## src/rtl/l1t_pkg.sv

```systemverilog
package l1t_pkg;

  typedef enum logic [2:0] {
    ST_PDN, ST_PUP, ST_PDEACT, ST_PACT, ST_UNSYN, ST_SYN, ST_ACT, ST_SLIP
  } l1_state_e;

  typedef struct packed {
    logic info0;
    logic any;
    logic info2;
    logic info4;
    logic lsync;
  } line_ind_t;

  localparam logic [3:0] CMD_TIM = 4'h0;
  localparam logic [3:0] CMD_AR  = 4'h8;
  localparam logic [3:0] CMD_DI  = 4'hF;

  localparam logic [1:0] TX_INFO0 = 2'b00;
  localparam logic [1:0] TX_INFO1 = 2'b01;
  localparam logic [1:0] TX_INFO3 = 2'b11;

  localparam logic [3:0] IND_DEACT = 4'hF;
  localparam logic [3:0] IND_PWRUP = 4'h7;
  localparam logic [3:0] IND_DREQ  = 4'h0;
  localparam logic [3:0] IND_RSYNC = 4'h4;
  localparam logic [3:0] IND_SYNC  = 4'h8;
  localparam logic [3:0] IND_ACT   = 4'hC;
  localparam logic [3:0] IND_SLIP  = 4'h2;

  function automatic logic [3:0] ind_code(l1_state_e s);
    case (s)
      ST_PDN:    return IND_DEACT;
      ST_PUP:    return IND_PWRUP;
      ST_PDEACT: return IND_DREQ;
      ST_PACT:   return IND_PWRUP;
      ST_UNSYN:  return IND_RSYNC;
      ST_SYN:    return IND_SYNC;
      ST_ACT:    return IND_ACT;
      default:   return IND_SLIP;
    endcase
  endfunction

  function automatic logic [1:0] tx_code(l1_state_e s);
    case (s)
      ST_PACT:                 return TX_INFO1;
      ST_SYN, ST_ACT, ST_SLIP: return TX_INFO3;
      default:                 return TX_INFO0;
    endcase
  endfunction

endpackage

```

## src/rtl/l1t_timer.sv

```systemverilog
module l1t_timer #(
  parameter int TICKS = 8,
  localparam int CNT_W = (TICKS > 1) ? $clog2(TICKS) : 1
) (
  input  logic             clk_i,
  input  logic             rst_ni,
  input  logic             clr_i,
  input  logic             en_i,
  input  logic             tick_i,
  output logic             done_o,
  output logic [CNT_W-1:0] cnt_o
);
  logic [CNT_W-1:0] cnt_q;

  assign done_o = en_i && tick_i && (cnt_q == CNT_W'(TICKS - 1));
  assign cnt_o  = cnt_q;

  always_ff @(posedge clk_i or negedge rst_ni) begin
    if (!rst_ni)               cnt_q <= '0;
    else if (clr_i)            cnt_q <= '0;
    else if (en_i && tick_i && !done_o) cnt_q <= cnt_q + CNT_W'(1);
  end
endmodule

```

## src/rtl/l1t_fsm.sv

```systemverilog
module l1t_fsm
  import l1t_pkg::*;
(
  input  logic      clk_i,
  input  logic      rst_ni,
  input  line_ind_t line_i,
  input  logic [3:0] cmd_i,
  input  logic      slip_ev_i,
  input  logic      tmr_done_i,
  output l1_state_e state_q_o,
  output l1_state_e state_d_o
);
  l1_state_e state_q, state_d;

  always_comb begin
    state_d = state_q;
    unique case (state_q)
      ST_PDN: begin
        if (line_i.any)              state_d = ST_UNSYN;
        else if (cmd_i == CMD_AR)    state_d = ST_PACT;
        else if (cmd_i == CMD_TIM)   state_d = ST_PUP;
      end
      ST_PUP: begin
        if (line_i.any)              state_d = ST_UNSYN;
        else if (cmd_i == CMD_DI)    state_d = ST_PDN;
        else if (cmd_i == CMD_AR)    state_d = ST_PACT;
      end
      ST_PDEACT, ST_PACT: begin
        if (line_i.any)              state_d = ST_UNSYN;
        else if (cmd_i == CMD_DI)    state_d = ST_PDN;
      end
      ST_UNSYN: begin
        if (line_i.info0)                     state_d = ST_PDEACT;
        else if (line_i.info2 || line_i.info4) state_d = ST_SYN;
      end
      ST_SYN: begin
        if (line_i.info0)            state_d = ST_PDEACT;
        else if (line_i.lsync)       state_d = ST_UNSYN;
        else if (tmr_done_i)         state_d = ST_ACT;
      end
      ST_ACT: begin
        if (line_i.info0)            state_d = ST_PDEACT;
        else if (line_i.lsync)       state_d = ST_UNSYN;
        else if (slip_ev_i)          state_d = ST_SLIP;
      end
      ST_SLIP: begin
        if (line_i.info0)            state_d = ST_PDEACT;
        else if (line_i.lsync)       state_d = ST_UNSYN;
        else if (tmr_done_i)         state_d = ST_ACT;
      end
      default: state_d = ST_PDN;
    endcase
  end

  always_ff @(posedge clk_i or negedge rst_ni) begin
    if (!rst_ni) state_q <= ST_PDN;
    else         state_q <= state_d;
  end

  assign state_q_o = state_q;
  assign state_d_o = state_d;
endmodule

```

## src/rtl/l1t_ind.sv

```systemverilog
module l1t_ind
  import l1t_pkg::*;
(
  input  logic       clk_i,
  input  logic       rst_ni,
  input  l1_state_e  state_i,
  input  logic       clk_rdy_i,
  output logic [3:0] ind_o,
  output logic       ind_vld_o
);
  l1_state_e  rep_q;
  logic [3:0] ind_q;
  logic       vld_q;
  logic       ready;

  // power-up report waits for running clocks
  assign ready = (state_i != ST_PUP) || clk_rdy_i;

  always_ff @(posedge clk_i or negedge rst_ni) begin
    if (!rst_ni) begin
      rep_q <= ST_PDN;
      ind_q <= IND_DEACT;
      vld_q <= 1'b0;
    end else begin
      vld_q <= 1'b0;
      if (state_i != rep_q && ready) begin
        rep_q <= state_i;
        ind_q <= ind_code(state_i);
        vld_q <= 1'b1;
      end
    end
  end

  assign ind_o     = ind_q;
  assign ind_vld_o = vld_q;
endmodule

```

## src/rtl/l1t_act_ctrl.sv

```systemverilog
module l1t_act_ctrl
  import l1t_pkg::*;
#(
  parameter int HALF_MS_TICKS = 8,
  localparam int CNT_W = (HALF_MS_TICKS > 1) ? $clog2(HALF_MS_TICKS) : 1
) (
  input  logic       clk_i,
  input  logic       rst_ni,
  input  logic       rx_info0_i,
  input  logic       rx_any_i,
  input  logic       rx_info2_i,
  input  logic       rx_info4_i,
  input  logic       rx_lsync_i,
  input  logic [3:0] cmd_i,
  input  logic       clk_rdy_i,
  input  logic       slip50_i,
  input  logic       slip25_i,
  input  logic       cfg_slip25_i,
  input  logic       tick_i,
  output logic [1:0] tx_o,
  output logic [3:0] ind_o,
  output logic       ind_vld_o,
  output logic       resync_o
);
  line_ind_t        line;
  l1_state_e        state_q, state_d;
  logic             slip_ev, tmr_en, tmr_clr, tmr_done;
  logic [CNT_W-1:0] tmr_cnt;
  logic             seen4_q, resync_q;

  assign line = '{info0: rx_info0_i, any: rx_any_i, info2: rx_info2_i,
                  info4: rx_info4_i, lsync: rx_lsync_i};

  assign slip_ev = cfg_slip25_i ? slip25_i : slip50_i;
  assign tmr_clr = (state_d != state_q);
  assign tmr_en  = (state_q == ST_SLIP) ||
                   ((state_q == ST_SYN) && (seen4_q || rx_info4_i));

  l1t_fsm u_fsm (
    .clk_i, .rst_ni, .line_i(line), .cmd_i, .slip_ev_i(slip_ev),
    .tmr_done_i(tmr_done), .state_q_o(state_q), .state_d_o(state_d)
  );

  l1t_timer #(.TICKS(HALF_MS_TICKS)) u_tmr (
    .clk_i, .rst_ni, .clr_i(tmr_clr), .en_i(tmr_en), .tick_i,
    .done_o(tmr_done), .cnt_o(tmr_cnt)
  );

  l1t_ind u_ind (
    .clk_i, .rst_ni, .state_i(state_q), .clk_rdy_i, .ind_o, .ind_vld_o
  );

  always_ff @(posedge clk_i or negedge rst_ni) begin
    if (!rst_ni) begin
      seen4_q  <= 1'b0;
      resync_q <= 1'b0;
    end else begin
      seen4_q  <= tmr_clr ? 1'b0 : (seen4_q || (state_q == ST_SYN && rx_info4_i));
      resync_q <= (state_d == ST_SLIP) && (state_q != ST_SLIP);
    end
  end

  assign tx_o     = tx_code(state_q);
  assign resync_o = resync_q;
endmodule

```

## config.mk

```make
export PLATFORM = sky130hd
export DESIGN_NAME = l1t_act_ctrl
export DESIGN_NICKNAME = d
export VERILOG_FILES = /design/src/rtl/l1t_pkg.sv /design/src/rtl/l1t_timer.sv /design/src/rtl/l1t_fsm.sv /design/src/rtl/l1t_ind.sv /design/src/rtl/l1t_act_ctrl.sv
export SDC_FILE = /design/constraint.sdc
export NUM_CORES = 1
export LEC_CHECK = 0
export CORE_MARGIN = 2
export CORE_UTILIZATION = 30
export DETAILED_ROUTE_END_ITERATION = 12
export GPL_ROUTABILITY_DRIVEN = 0
export SLEW_MARGIN = 10
export SYNTH_ARGS = -nofsm -noshare
export SYNTH_HDL_FRONTEND = slang
export SYNTH_SLANG_ARGS = --single-unit
```

## constraint.sdc

```tcl
create_clock -name clk_i -period 4.1 [get_ports clk_i]
set_clock_uncertainty 0.2 [all_clocks]
set_input_delay 0.82 -clock clk_i [delete_from_list [all_inputs] [get_ports clk_i]]
set_output_delay 0.82 -clock clk_i [all_outputs]
set_load 0.01 [all_outputs]
```

==> impl_metrics.toml <==
[cells_and_area]
final_core_util_pct = 39.9
syn_to_final_growth_pct = 26.5
nNetsFinal = 146
final_cells = 172
diodes = 0
stdcell_area_sq_um = 1340
drive_above_1_share_pct = 18.3

[sta]
fmax_mhz = 351
rsz0062_at_grt = "no"
finalHoldViolCount = 0
tightest_slew_ps = 701
period_share_pct = 69.5
max_slew_margin_pct = 53.1
finalSetupViolCount = 0
slew_viol_final = 0
min_period_ps = 2850
hold-worst-slack_ps = 306
finalSetupTns_ps = 0
fin_ws_ps = 1250

[floorplanning]
num_io_pins = 24
die_w_um = 63.5
die_height_um = 63.5
core_sq_um = 3360
initial_core_util_pct = 31.5
num_rows = 21
dieArea_sq_um = 4030

[cts]
cts_setup_buffers = 0
cts-resized-gates = 0
cts_tree = "done"
numCtsBuffers = 3
cts_buffer_depth = 2
path_clk_slew_ps = 80
clkLatencyLatePin_ps = 280
clkSinkCount = 16
cts_root_buf = "clkbuf_4"
cts_htree_levels = 1
hold_buffers = 0

[route]
vias = 886
drt_iter0_drc = 18
wl_per_cell_um = 13.4
drc = 0
antenna_left = 0
routed_wl_mm = 2.31
avgViaCountPerCell = 5.15
dr.pass1.iters = 4

[synthesis]
synth_common_cells = "12 x dfrtp_1, 6 x mux2_2, 6 x nor4_1"
syn_inst = 105
synth_edf_count = 0
avgSynthCellArea_sq_um = 10.1
synthesis.nets = 123
synth_area_leaders = "dfrtp_1 28%, dfstp_2 9.9%, mux2_2 6.4%"
synthMostInstantiatedCell = "dfrtp_1"
ys_types = 43
ys.warnings.count = 0
synth_area_sq_um = 1060
synth_top_area_share_pct = 28.3
synthFlopType = "dfrtp_1"
yosys.area.top_type = "dfrtp_1"
synth_seq_cells = 16
ys_async_sr_fraction_pct = 100
synth-seq-area-share_pct = 38.2

[power_and_ir_drop]
p_per_area_nw_per_um2 = 579
vdd_drop_max_v = 0.000151
leakage_nw = 0.521
total_power_mw = 0.777

[global_routing]
grt_usage_pct = 12.3
antenna_found_initial = 0
grt_overflow = 0
grt_max_degree = 21
grt_pass1_wl_mm = 3.93
grt_pass1_vias = 881

[run_status]
status = "finished, final reports clean"

[setup_path]
slowest_delay_ps = 480
crit_type = "reg2out"
arrival_ps = 1830
worst-path-max-fanout = 20
end_kind = "output pin"
ff2ff_setup_slack_ps = 1930
cp-start-kind = "flop"
worst_path_dominant_cell_family = "buffers and inverters"
required_ps = 3080
cp_cell_sequence = "buf_4 -> maj3_1 -> clkdlybuf4s50_1"
cpMaxStageDelayCell = "clkdlybuf4s50_1"
cp_num_buf_inv = 2

[placement]
place_hpwl_mm = 1.79
port_buffers = 23
place_area_sq_um = 1320
dp_slack_ps = 1300
placed_cells = 169

[run]
maxCapViolCount = 0

[min_path]
hold_path.class = "reg2reg"
-- flip-flops by register name, indices dropped and copies added, names as in the netlist --
name	count
u_ind.rep_q	3
u_tmr.cnt_o	3
u_ind.ind_vld_o	1
u_fsm.state_q_o	3
u_ind.ind_o	4
seen4_q	1
resync_o	1
-- worst paths after layout --
kind | start | endpoint | cells after the start
max | u_fsm.state_q_o[2] | tx_o[0] | 3
min | u_ind.rep_q[1] | u_ind.rep_q[1] | 2
max reg2reg | u_fsm.state_q_o[0] | u_tmr.cnt_o[1] | 4
min reg2reg | u_ind.rep_q[1] | u_ind.rep_q[1] | 2
max in group asynchronous | rst_ni | resync_o | 1
min in group asynchronous | rst_ni | u_ind.rep_q[2] | 1
-- worst reg2reg max path, stage by stage, from the launching register on --
cell and delay [ps]:
dfrtp_1 710, nand4_1 270, or3_4 400, a311oi_2 360
nor4_1 100
-- metal layers --
metal | GRT usage (%) | wire length, um | up-vias
li1 | - | - | 442
met1 | 16.2 | 1090 | 416
met2 | 20.0 | 1080 | 24
met3 | 2.32 | 110 | 4
met4 | 4.89 | 35 | 0
met5 | 0 | 0 | -
-- power breakdown --
part	internal (mW)	switching [mW]	leakage, nW
logic	0.212	0.186	0.312
clock network	0.0341	0.0457	0.0138
registers	0.224	0.0754	0.195
-- layout make-up --
| class | instances | area, sq um |
|---|---|---|
| clock buffer | 3 | 22.5 |
| fill | 367 | 2020 |
| inverter | 4 | 15.0 |
| multi-input combinational | 79 | 604 |
| sequential | 16 | 405 |
| tap | 46 | 57.6 |
| timing repair buffer | 24 | 238 |
-- placed cells by master (no fill, tap or decap), types with 2 or more instances in the layout --
master,n
a31oi_1,3
mux2i_1,2
clkdlybuf4s50_1,23
nor2b_1,2
and3_1,2
a21oi_1,3
nor4_1,6
o21ai_0,4
o21a_1,5
nor2_1,5
clkbuf_4,3
dfrtp_1,12
nand2_1,4
ha_1,2
nor3_1,3
nand4_1,2
inv_1,4
o22ai_1,3
dfstp_2,4
mux2_2,6
xnor2_1,2
nor3b_1,3
o31ai_1,3
-- cells by family after synthesis --
kind of cell             count (synthesis)  share of synthesized area, %
AND/OR/NAND/NOR                         35                          21.3
AO/OA/AOI/OAI                           30                          21.6
flip-flops                              16                          38.2
buffers and inverters                   10                          4.83
multiplexers                             8                          8.25
XOR/XNOR                                 3                          2.48
adder cells (fa/ha/maj)                  3                          3.30
No activity file was read; power rests on OpenSTA's default activity.
